--- config.mk ---
export PLATFORM = sky130hd
export DESIGN_NAME = wdt2_top
export DESIGN_NICKNAME = d
export VERILOG_FILES = /design/src/rtl/wdt2_pkg.sv /design/src/rtl/wdt2_period_sel.sv /design/src/rtl/wdt2_counter.sv /design/src/rtl/wdt2_strike_ctrl.sv /design/src/rtl/wdt2_top.sv
export SDC_FILE = /design/constraint.sdc
export NUM_CORES = 1
export LEC_CHECK = 0
export ABC_CLOCK_PERIOD_IN_PS = 2200
export CORE_MARGIN = 8
export CORE_UTILIZATION = 45
export DETAILED_ROUTE_END_ITERATION = 12
export GPL_TIMING_DRIVEN = 1
export PLACE_DENSITY = 0.7
export SLEW_MARGIN = 30
export SYNTH_ARGS = -nofsm -noshare
export SYNTH_HDL_FRONTEND = slang
export SYNTH_HIERARCHICAL = 1
export SYNTH_SLANG_ARGS = --single-unit
--- constraint.sdc ---
create_clock -name clk -period 2.2 [get_ports clk]
set_input_delay 0.66 -clock clk [delete_from_list [all_inputs] [get_ports clk]]
set_output_delay 0.66 -clock clk [all_outputs]
set_load 0.01 [all_outputs]
--- src/rtl/wdt2_pkg.sv ---
package wdt2_pkg;
  // log2 of the period chosen by select index idx
  function automatic int period_log2(input int base, input int step, input int idx);
    return base + step * idx;
  endfunction

  // counter width needed for the longest period
  function automatic int cnt_width(input int base, input int step, input int num);
    return period_log2(base, step, num - 1);
  endfunction
endpackage

--- src/rtl/wdt2_period_sel.sv ---
module wdt2_period_sel #(
  parameter int BASE_LOG2   = 16,
  parameter int STEP_LOG2   = 2,
  parameter int NUM_PERIODS = 3,
  parameter int SEL_W       = 2,
  parameter int CNT_W       = 20
) (
  input  logic [SEL_W-1:0] sel,
  output logic [CNT_W-1:0] term
);
  logic [CNT_W-1:0] term_tab [NUM_PERIODS];

  for (genvar g = 0; g < NUM_PERIODS; g++) begin : g_term
    localparam int LG = wdt2_pkg::period_log2(BASE_LOG2, STEP_LOG2, g);
    assign term_tab[g] = CNT_W'((64'd1 << LG) - 64'd1);
  end

  always_comb begin
    term = term_tab[0];
    for (int i = 0; i < NUM_PERIODS; i++) begin
      if (int'(sel) == i) term = term_tab[i];
    end
  end
endmodule

--- src/rtl/wdt2_counter.sv ---
module wdt2_counter #(
  parameter int CNT_W = 20
) (
  input  logic             clk,
  input  logic             rst_n,
  input  logic             run,
  input  logic             clr,
  input  logic [CNT_W-1:0] term,
  output logic             expire
);
  logic [CNT_W-1:0] cnt_q;

  // a clear in the expiry cycle wins
  assign expire = run && !clr && (cnt_q == term);

  always_ff @(posedge clk or negedge rst_n) begin
    if (!rst_n)                 cnt_q <= '0;
    else if (clr || !run)       cnt_q <= '0;
    else if (expire)            cnt_q <= '0;
    else                        cnt_q <= cnt_q + CNT_W'(1);
  end
endmodule

--- src/rtl/wdt2_strike_ctrl.sv ---
module wdt2_strike_ctrl #(
  parameter int RST_CYCLES = 16
) (
  input  logic clk,
  input  logic rst_n,
  input  logic expire,
  input  logic kick_ok,
  output logic nmi_req,
  output logic sys_rst,
  output logic pulse_end
);
  localparam int PW = $clog2(RST_CYCLES) + 1;

  logic          strike_q;
  logic          pulse_q;
  logic [PW-1:0] pcnt_q;

  assign pulse_end = pulse_q && (pcnt_q == PW'(RST_CYCLES - 1));
  assign nmi_req   = strike_q;
  assign sys_rst   = pulse_q;

  always_ff @(posedge clk or negedge rst_n) begin
    if (!rst_n) begin
      strike_q <= 1'b0;
      pulse_q  <= 1'b0;
      pcnt_q   <= '0;
    end else if (pulse_q) begin
      if (pulse_end) begin
        pulse_q  <= 1'b0;
        strike_q <= 1'b0;
        pcnt_q   <= '0;
      end else begin
        pcnt_q <= pcnt_q + PW'(1);
      end
    end else if (kick_ok) begin
      strike_q <= 1'b0;
    end else if (expire) begin
      if (strike_q) begin
        pulse_q <= 1'b1;
        pcnt_q  <= '0;
      end else begin
        strike_q <= 1'b1;
      end
    end
  end
endmodule

--- src/rtl/wdt2_top.sv ---
module wdt2_top #(
  parameter int BASE_LOG2   = 16,
  parameter int STEP_LOG2   = 2,
  parameter int NUM_PERIODS = 3,
  parameter int RST_CYCLES  = 16,
  parameter int SEL_W       = (NUM_PERIODS > 1) ? $clog2(NUM_PERIODS) : 1
) (
  input  logic             clk,
  input  logic             rst_n,
  input  logic             kick,
  input  logic             cfg_we,
  input  logic             cfg_enable,
  input  logic [SEL_W-1:0] cfg_sel,
  output logic             nmi_req,
  output logic             sys_rst,
  output logic             wd_enabled,
  output logic [SEL_W-1:0] cur_sel
);
  localparam int CNT_W = wdt2_pkg::cnt_width(BASE_LOG2, STEP_LOG2, NUM_PERIODS);

  logic             en_q;
  logic [SEL_W-1:0] sel_q;
  logic [CNT_W-1:0] term_w;
  logic             expire_w;
  logic             pulse_end_w;
  logic             kick_ok;
  logic             cfg_ok;
  logic             sel_ok;
  logic             cnt_clr;
  logic             run_w;

  // software access is blocked while the reset pulse is out
  assign kick_ok = kick && !sys_rst;
  assign cfg_ok  = cfg_we && !sys_rst;
  assign sel_ok  = cfg_ok && (int'(cfg_sel) < NUM_PERIODS);
  assign cnt_clr = kick_ok || cfg_ok || pulse_end_w;
  assign run_w   = en_q && !sys_rst;

  always_ff @(posedge clk or negedge rst_n) begin
    if (!rst_n) begin
      en_q  <= 1'b1;
      sel_q <= '0;
    end else if (pulse_end_w) begin
      en_q  <= 1'b1;
      sel_q <= '0;
    end else if (cfg_ok) begin
      en_q <= cfg_enable;
      if (sel_ok) sel_q <= cfg_sel;
    end
  end

  assign wd_enabled = en_q;
  assign cur_sel    = sel_q;

  wdt2_period_sel #(
    .BASE_LOG2(BASE_LOG2), .STEP_LOG2(STEP_LOG2), .NUM_PERIODS(NUM_PERIODS),
    .SEL_W(SEL_W), .CNT_W(CNT_W)
  ) u_psel (
    .sel  (sel_q),
    .term (term_w)
  );

  wdt2_counter #(.CNT_W(CNT_W)) u_cnt (
    .clk    (clk),
    .rst_n  (rst_n),
    .run    (run_w),
    .clr    (cnt_clr),
    .term   (term_w),
    .expire (expire_w)
  );

  wdt2_strike_ctrl #(.RST_CYCLES(RST_CYCLES)) u_strike (
    .clk       (clk),
    .rst_n     (rst_n),
    .expire    (expire_w),
    .kick_ok   (kick_ok),
    .nmi_req   (nmi_req),
    .sys_rst   (sys_rst),
    .pulse_end (pulse_end_w)
  );
endmodule

==> results of run 1 <==
## cell families after synthesis
group | count (synthesis) | share of synthesized area (%)
and+or+nand+nor | 69 | 19.7
muxes | 1 | 0.539
buffers and inverters | 30 | 11.0
xor gates and xnor gates | 40 | 18.9
AOI/OAI and AO/OA | 14 | 7.27
DFF | 30 | 40.5
other | 1 | 0.202
adders and majority gates | 3 | 2.02
## placed cells by master (no fill, tap or decap), types with 2 or more instances in the layout
cell             count
buf_4               15
nor2_1              26
inv_1                8
nand2_1             10
clkbuf_8             8
conb_1              16
clkdlybuf4s50_1     11
nor2b_1              2
and4_1               2
nand3_1              7
ha_1                 2
xor2_1              31
nor4_1               4
dfrtp_1             28
nand4_1              5
o2bb2ai_1            2
nand3_2              2
xnor2_1              9
## routing by layer
| metal | up-vias | track usage (%) | wire, um |
|---|---|---|---|
| met5 | - | 0 | 0 |
| met4 | 0 | 7.64 | 89 |
| met3 | 7 | 3.01 | 94 |
| met1 | 574 | 12.7 | 1540 |
| met2 | 14 | 17.6 | 1460 |
| li1 | 641 | - | - |
## cell type report
class,instances,area [um2]
flip-flops and latches,30,753
fillers,333,1820
multi-input cells,143,983
well taps,50,62.6
repair buffers,27,243
clock buffers,8,110
inverters,8,30.0
## flip-flops by register name (all words and copies together), names as in the netlist
| register | flops |
|---|---|
| u_cnt/cnt_q | 20 |
| u_strike/pcnt_q | 5 |
| u_strike/nmi_req | 1 |
| wd_enabled | 1 |
| cur_sel | 2 |
| u_strike/sys_rst | 1 |
## power breakdown
part           switching (mW)  leakage (nW)  internal, mW
clock                   0.200        0.0575         0.315
sequential            0.00481         0.394         0.560
combinational          0.0611         0.539        0.0653
total                   0.266         0.991         0.941
## repair_timing
action | 4_1_cts | 5_1_grt
setup buffers | 0 | 2
pin swaps | 1 | 5
setup endpoints to repair | 1 | 22
gates resized for setup | 1 | 4
## worst max-delay path: stages (launching register included)
cell and delay, ns:
dfrtp_1 0.39, ha_2 0.21, nand3_2 0.08, nor2_2 0.06, and2_1 0.17, inv_1 0.07, o21ai_0 0.07, nor2b_1 0.18
nand3_2 0.13, nor3_4 0.25, a31oi_4 0.13, a22o_1 0.22
## worst max-delay path by stage
stage | from | end | cells past startpoint
after floorplan | u_strike/pcnt_q[0] | u_strike/pcnt_q[2] | 11
after global placement | cfg_we | u_strike/pcnt_q[2] | 8
after detailed placement | cfg_we | u_strike/pcnt_q[2] | 8
after CTS | u_strike/sys_rst | sys_rst | 2
after global routing | u_strike/pcnt_q[1] | u_strike/pcnt_q[2] | 11
final | u_strike/pcnt_q[1] | u_strike/pcnt_q[2] | 11
## stage by stage
step                instance area, um2  cells  total power [mW]
finish                            2180    266              1.21
global placement                  2040    256             0.698
floorplan                         1920    203             0.666
CTS                               2150    264              1.22
detailed placement                2040    256             0.699
global route                      2180    266              1.26
==> flow_summary.html, run 1 <==
<table>
<tr><th>Metric</th><th>Value</th></tr>
<tr><th colspan="2">STA</th></tr>
<tr><td>Achievable clock frequency</td><td>483 MHz</td></tr>
<tr><td>Shortest period the worst path allows</td><td>2.07 ns</td></tr>
<tr><td>Fin Hold WS</td><td>0.521 ns</td></tr>
<tr><td>Final worst path period share</td><td>94.2%</td></tr>
<tr><td>Count of endpoints failing setup in the final report</td><td>0</td></tr>
<tr><td>Total negative slack</td><td>0 ns</td></tr>
<tr><td>Final Max Slew Viols</td><td>0</td></tr>
<tr><td>Final WS setup</td><td>0.129 ns</td></tr>
<tr><td>Number of failing hold endpoints at the final stage</td><td>0</td></tr>
<tr><td>Worst-case clock skew</td><td>0.00460 ns</td></tr>
<tr><th colspan="2">Die</th></tr>
<tr><td>Starting density of the core</td><td>46.4%</td></tr>
<tr><td>Floorplan row count</td><td>23</td></tr>
<tr><td>Placeable Area</td><td>4000 um2</td></tr>
<tr><td>Area enclosed by the die boundary</td><td>6440 um2</td></tr>
<tr><td>Die height</td><td>80.3 um</td></tr>
<tr><td>Horizontal die dimension</td><td>80.3 um</td></tr>
<tr><td>IO Count</td><td>12</td></tr>
<tr><th colspan="2">Critical path</th></tr>
<tr><td>Critical path class</td><td>flip-flop to flip-flop</td></tr>
<tr><td>Type of origin of the critical path</td><td>flip-flop</td></tr>
<tr><td>Endpoint kind of the worst setup timing path</td><td>flip-flop</td></tr>
<tr><td>Endpoint of the worst register-to-register path</td><td>u_strike/pcnt_q[2]</td></tr>
<tr><td>Highest net fanout along the worst path</td><td>4</td></tr>
<tr><td>Worst path required time</td><td>2.38 ns</td></tr>
<tr><td>Cell count of the worst reg-to-reg path</td><td>11</td></tr>
<tr><td>Reg2Reg Setup Slack</td><td>0.13 ns</td></tr>
<tr><td>Endpoint arrival time on the critical path</td><td>2.25 ns</td></tr>
<tr><td>RR Startpoint</td><td>u_strike/pcnt_q[1]</td></tr>
<tr><th colspan="2">Clock tree</th></tr>
<tr><td>Sinks on Clock Net</td><td>30</td></tr>
<tr><td>Clk Tree Root Cell</td><td>clkbuf_8</td></tr>
<tr><td>CTS Buffer Depth</td><td>2</td></tr>
<tr><td>Insertion delay to the later sink of the worst-skew pair</td><td>0.29 ns</td></tr>
<tr><td>TritonCTS clock tree</td><td>yes</td></tr>
<tr><td>Number of buffers inserted for hold repair after clock tree synthesis</td><td>0</td></tr>
<tr><td>Total number of H-tree levels</td><td>2</td></tr>
<tr><td>Clock-pin slew reported for the worst setup and hold paths after clock tree synthesis</td><td>0.06 ns</td></tr>
<tr><td>Cts bufs inserted</td><td>5</td></tr>
<tr><th colspan="2">Routing</th></tr>
<tr><td>Drt wl/cell</td><td>12.0 um</td></tr>
<tr><td>Post-detailed-route count of antenna-violating nets</td><td>0</td></tr>
<tr><td>Wire length after detailed routing</td><td>3.19 mm</td></tr>
<tr><td>Number of vias per cell</td><td>4.65</td></tr>
<tr><td>Number of iterations in the first detailed-routing pass</td><td>4</td></tr>
<tr><td>DRC</td><td>0</td></tr>
<tr><td>Routed vias</td><td>1236</td></tr>
<tr><td>First DRT Iteration DRCs</td><td>48</td></tr>
<tr><th colspan="2">Yosys</th></tr>
<tr><td>Share of the yosys chip area belonging to registers</td><td>40.5%</td></tr>
<tr><td>Most repeated cell in the gate-level netlist after synthesis</td><td>xor2_1</td></tr>
<tr><td>Post-Synthesis Cell Area</td><td>1860 um2</td></tr>
<tr><td>Number of warnings reported in the yosys synthesis log</td><td>6</td></tr>
<tr><td>Synth unique cells</td><td>42</td></tr>
<tr><td>Proportion of synthesized flip-flops having asynchronous set or reset</td><td>100%</td></tr>
<tr><td>Number of instances in the synthesized netlist</td><td>188</td></tr>
<tr><td>FF+latch count, synth</td><td>30</td></tr>
<tr><td>Post-synth top area cell</td><td>dfrtp_1</td></tr>
<tr><td>Main area contributors after synthesis</td><td>dfrtp_1 39%, xor2_1 15%, buf_4 7.3%</td></tr>
<tr><td>Number of flops mapped to enable cells by yosys</td><td>0</td></tr>
<tr><td>Area share of the largest cell type after synthesis</td><td>39.1%</td></tr>
<tr><td>Post-synth top flop</td><td>dfrtp_1</td></tr>
<tr><td>Commonest cells in the netlist</td><td>31 x xor2_1, 29 x dfrtp_1, 26 x nor2_1</td></tr>
<tr><td>Average instance area after synthesis</td><td>9.88 um2</td></tr>
<tr><th colspan="2">Pwr</th></tr>
<tr><td>Worst vdd ir</td><td>0.000362 V</td></tr>
<tr><td>Cell area power density</td><td>553 nW/um2</td></tr>
<tr><td>Leakage component of the power</td><td>0.991 nW</td></tr>
<tr><th colspan="2">Place</th></tr>
<tr><td>Final Wtd Congestion</td><td>0.749</td></tr>
<tr><td>I/O Buffers</td><td>11</td></tr>
<tr><td>Place WS</td><td>-0.137 ns</td></tr>
<tr><td>Detailed placer's ending HPWL</td><td>2.29 mm</td></tr>
<tr><th colspan="2">Hold path</th></tr>
<tr><td>Min-delay worst type</td><td>flip-flop to flip-flop</td></tr>
<tr><td>Startpoint of the most critical hold path</td><td>u_cnt/cnt_q[0]</td></tr>
<tr><td>Hold Path Depth</td><td>1</td></tr>
<tr><td>WHS Endpoint</td><td>u_cnt/cnt_q[0]</td></tr>
<tr><th colspan="2">Global route</th></tr>
<tr><td>Pin count of the biggest net entering global routing</td><td>31</td></tr>
<tr><td>Global Route Usage Sum</td><td>11.1%</td></tr>
<tr><td>Via count of the first global-routing pass</td><td>1278</td></tr>
<tr><td>Initial antenna violation count</td><td>0</td></tr>
<tr><td>Wire length of the first global-routing pass</td><td>5.50 mm</td></tr>
<tr><td>Grt ovf</td><td>0</td></tr>
<tr><th colspan="2">Finish</th></tr>
<tr><td>Nets</td><td>225</td></tr>
<tr><td>Post-synthesis to final-layout area growth</td><td>17.4%</td></tr>
<tr><td>Share of cells above drive strength 1</td><td>17.6%</td></tr>
<tr><td>Util after Layout</td><td>54.6%</td></tr>
<tr><td>Ant. Diodes</td><td>0</td></tr>
<tr><th colspan="2">Run status</th></tr>
<tr><td>Result of the run</td><td>finished clean</td></tr>
<tr><th colspan="2">Job</th></tr>
<tr><td>Max Cap Violations</td><td>0</td></tr>
</table>
Note: power is estimated with default switching activity, not from simulation.
==> run 2: changes to the inputs <==
--- a/config.mk
+++ b/config.mk
@@ -16,3 +16,4 @@
 export SYNTH_HDL_FRONTEND = slang
 export SYNTH_HIERARCHICAL = 1
 export SYNTH_SLANG_ARGS = --single-unit
+export TNS_END_PERCENT = 1
==> results of run 2 <==
No change in the layout: final DEF, timing and power equal those of run 1.
==> run 3: changes to the inputs <==
--- a/config.mk
+++ b/config.mk
@@ -7,10 +7,10 @@
 export LEC_CHECK = 0
 export ABC_CLOCK_PERIOD_IN_PS = 2200
 export CORE_MARGIN = 8
-export CORE_UTILIZATION = 45
+export CORE_UTILIZATION = 40
 export DETAILED_ROUTE_END_ITERATION = 12
 export GPL_TIMING_DRIVEN = 1
-export PLACE_DENSITY = 0.7
+export PLACE_DENSITY = 0.64
 export SLEW_MARGIN = 30
 export SYNTH_ARGS = -nofsm -noshare
 export SYNTH_HDL_FRONTEND = slang
==> run 3 against run 2 <==
Effect of this change: non-clock buffer count rose by 2; via count rose by 1.9%; die area grew 10%; largest cell class unchanged; critical endpoint is now sys_rst.
==> flow_summary.html, run 3 (synthesis results as in run 1) <==
<table>
<tr><th>Metric</th><th>Value</th></tr>
<tr><th colspan="2">Run status</th></tr>
<tr><td>Result of the run</td><td>finished clean</td></tr>
<tr><th colspan="2">Hold path</th></tr>
<tr><td>Hold Path Depth</td><td>1</td></tr>
<tr><td>Min-delay worst type</td><td>flip-flop to flip-flop</td></tr>
<tr><td>Startpoint of the most critical hold path</td><td>u_cnt/cnt_q[0]</td></tr>
<tr><td>WHS Endpoint</td><td>u_cnt/cnt_q[0]</td></tr>
<tr><th colspan="2">Place</th></tr>
<tr><td>Detailed placer's ending HPWL</td><td>2.53 mm</td></tr>
<tr><td>I/O Buffers</td><td>11</td></tr>
<tr><td>Final Wtd Congestion</td><td>0.777</td></tr>
<tr><th colspan="2">Routing</th></tr>
<tr><td>Routed vias</td><td>1259</td></tr>
<tr><td>Post-detailed-route count of antenna-violating nets</td><td>0</td></tr>
<tr><td>Drt wl/cell</td><td>13.1 um</td></tr>
<tr><td>Number of iterations in the first detailed-routing pass</td><td>4</td></tr>
<tr><td>Number of vias per cell</td><td>4.66</td></tr>
<tr><td>Wire length after detailed routing</td><td>3.54 mm</td></tr>
<tr><td>First DRT Iteration DRCs</td><td>36</td></tr>
<tr><td>DRC</td><td>0</td></tr>
<tr><th colspan="2">Clock tree</th></tr>
<tr><td>CTS Buffer Depth</td><td>2</td></tr>
<tr><td>Clk Tree Root Cell</td><td>clkbuf_8</td></tr>
<tr><td>Insertion delay to the later sink of the worst-skew pair</td><td>0.28 ns</td></tr>
<tr><td>Clock-pin slew reported for the worst setup and hold paths after clock tree synthesis</td><td>0.06 ns</td></tr>
<tr><td>Cts bufs inserted</td><td>5</td></tr>
<tr><td>Total number of H-tree levels</td><td>2</td></tr>
<tr><td>Sinks on Clock Net</td><td>30</td></tr>
<tr><td>Number of buffers inserted for hold repair after clock tree synthesis</td><td>0</td></tr>
<tr><td>TritonCTS clock tree</td><td>yes</td></tr>
<tr><th colspan="2">STA</th></tr>
<tr><td>Total negative slack</td><td>0 ns</td></tr>
<tr><td>Worst-case clock skew</td><td>0.00342 ns</td></tr>
<tr><td>Setup repair after global routing missed its margin</td><td>yes</td></tr>
<tr><td>Final worst path period share</td><td>97.8%</td></tr>
<tr><td>Final Max Slew Viols</td><td>0</td></tr>
<tr><td>Achievable clock frequency</td><td>465 MHz</td></tr>
<tr><td>Count of endpoints failing setup in the final report</td><td>0</td></tr>
<tr><td>Number of failing hold endpoints at the final stage</td><td>0</td></tr>
<tr><td>Shortest period the worst path allows</td><td>2.15 ns</td></tr>
<tr><td>Fin Hold WS</td><td>0.537 ns</td></tr>
<tr><th colspan="2">Global route</th></tr>
<tr><td>Via count of the first global-routing pass</td><td>1261</td></tr>
<tr><td>Pin count of the biggest net entering global routing</td><td>31</td></tr>
<tr><td>Initial antenna violation count</td><td>0</td></tr>
<tr><td>Wire length of the first global-routing pass</td><td>5.72 mm</td></tr>
<tr><td>Global Route Usage Sum</td><td>9.72%</td></tr>
<tr><td>Grt ovf</td><td>0</td></tr>
<tr><th colspan="2">Critical path</th></tr>
<tr><td>Reg2Reg Setup Slack</td><td>0.05 ns</td></tr>
<tr><td>Type of origin of the critical path</td><td>flip-flop</td></tr>
<tr><td>Critical path class</td><td>flip-flop to output port</td></tr>
<tr><td>Highest net fanout along the worst path</td><td>8</td></tr>
<tr><td>Endpoint of the worst register-to-register path</td><td>u_strike/pcnt_q[2]</td></tr>
<tr><td>RR Startpoint</td><td>cur_sel[1]</td></tr>
<tr><td>Series of cell instances along the critical path</td><td>buf_4 -&gt; clkdlybuf4s50_1</td></tr>
<tr><td>Critical path's largest stage delay</td><td>0.53 ns</td></tr>
<tr><td>WP buf/inv</td><td>2</td></tr>
<tr><td>Endpoint kind of the worst setup timing path</td><td>output port</td></tr>
<tr><td>Worst path required time</td><td>1.54 ns</td></tr>
<tr><td>Cell count of the worst reg-to-reg path</td><td>9</td></tr>
<tr><td>Category of cells accounting for the largest share of critical-path delay</td><td>buffers and inverters</td></tr>
<tr><td>Endpoint arrival time on the critical path</td><td>1.49 ns</td></tr>
<tr><td>Cell count along the critical path</td><td>2</td></tr>
<tr><td>Max stage delay cell, worst path</td><td>clkdlybuf4s50_1</td></tr>
<tr><th colspan="2">Finish</th></tr>
<tr><td>Ant. Diodes</td><td>0</td></tr>
<tr><td>Register name with the most flops</td><td>u_cnt/cnt_q</td></tr>
<tr><td>Post-synthesis to final-layout area growth</td><td>20.3%</td></tr>
<tr><td>Total of fill cells in the finished design</td><td>402</td></tr>
<tr><td>Multi-input gate area in the final layout</td><td>1030 um2</td></tr>
<tr><td>Nets</td><td>227</td></tr>
<tr><td>Number of flip-flops in the largest register</td><td>20</td></tr>
<tr><td>Most used cells in the layout excluding fill and tap cells</td><td>30 x xor2_1, 29 x dfrtp_1, 26 x nor2_1</td></tr>
<tr><td>Most common library cell in the layout ignoring fill and taps</td><td>xor2_1</td></tr>
<tr><td>Register area</td><td>752 um2</td></tr>
<tr><td>Util after Layout</td><td>50.7%</td></tr>
<tr><td>Share of cells above drive strength 1</td><td>20.2%</td></tr>
<tr><th colspan="2">Die</th></tr>
<tr><td>Area enclosed by the die boundary</td><td>7080 um2</td></tr>
<tr><td>Placeable Area</td><td>4410 um2</td></tr>
<tr><td>IO Count</td><td>12</td></tr>
<tr><td>Die height</td><td>84.2 um</td></tr>
<tr><td>Horizontal die dimension</td><td>84.2 um</td></tr>
<tr><td>Starting density of the core</td><td>42.1%</td></tr>
<tr><td>Floorplan row count</td><td>24</td></tr>
<tr><th colspan="2">Pwr</th></tr>
<tr><td>Worst vdd ir</td><td>0.000310 V</td></tr>
<tr><td>Total power draw</td><td>1.23 mW</td></tr>
<tr><td>Cell area power density</td><td>550 nW/um2</td></tr>
<tr><td>Leakage component of the power</td><td>1.00 nW</td></tr>
<tr><th colspan="2">Job</th></tr>
<tr><td>Max Cap Violations</td><td>0</td></tr>
</table>
==> run 3: cell types whose count changed in the layout (fill, tap and decap cells not counted), moves of 2 or more <==
cell / delta
buf_4: +3
ha_4: +2
inv_1: -2
nand3_2: -2
nand3_4: +2
==> run 3: stage by stage <==
stage	worst slack [ns]	area, um2	cells
after floorplan	0.119	1920	203
after global placement	-0.0855	2030	259
after detailed placement	-0.170	2030	259
after CTS	0.0314	2150	267
after global routing	-0.0541	2240	270
final	0.0476	2240	270
==> run 3: power breakdown <==
part / total (mW) / switching (mW) / leakage [nW] / internal, mW
logic: 0.146 / 0.0703 / 0.547 / 0.0756
clock network: 0.518 / 0.202 / 0.0575 / 0.315
registers: 0.567 / 0.00695 / 0.396 / 0.560
==> run 3: worst max-delay path by stage <==
stage                        from  slack [ns]            endpoint
6_report         u_strike/sys_rst        0.05             sys_rst
4_1_cts        u_strike/pcnt_q[0]        0.03  u_strike/pcnt_q[2]
3_5_place_dp                 kick       -0.17  u_strike/pcnt_q[2]
5_1_grt                cur_sel[1]       -0.05  u_strike/pcnt_q[2]
2_1_floorplan  u_strike/pcnt_q[0]        0.12  u_strike/pcnt_q[2]
3_3_place_gp                 kick       -0.09  u_strike/pcnt_q[2]
==> run 3: cell type report <==
class                   instances  area share, %
repair buffers                 29           11.0
well taps                      52           2.91
inverters                       8           1.45
clock buffers                   8           4.92
flip-flops and latches         30           33.6
multi-input cells             143           46.1
==> run 3: layer usage <==
layer | GRT usage [%] | up-vias | routed length, um
li1 | - | 648 | -
met1 | 11.7 | 589 | 1660
met2 | 15.3 | 15 | 1710
met3 | 3.57 | 7 | 120
met4 | 4.08 | 0 | 55
met5 | 0 | - | 0
==> run 3: what timing repair did <==
item,in CTS,in global routing
setup endpoints to repair,3,28
resized for setup,1,13
pin swaps,1,7
cloned,0,0
buffers inserted,0,3
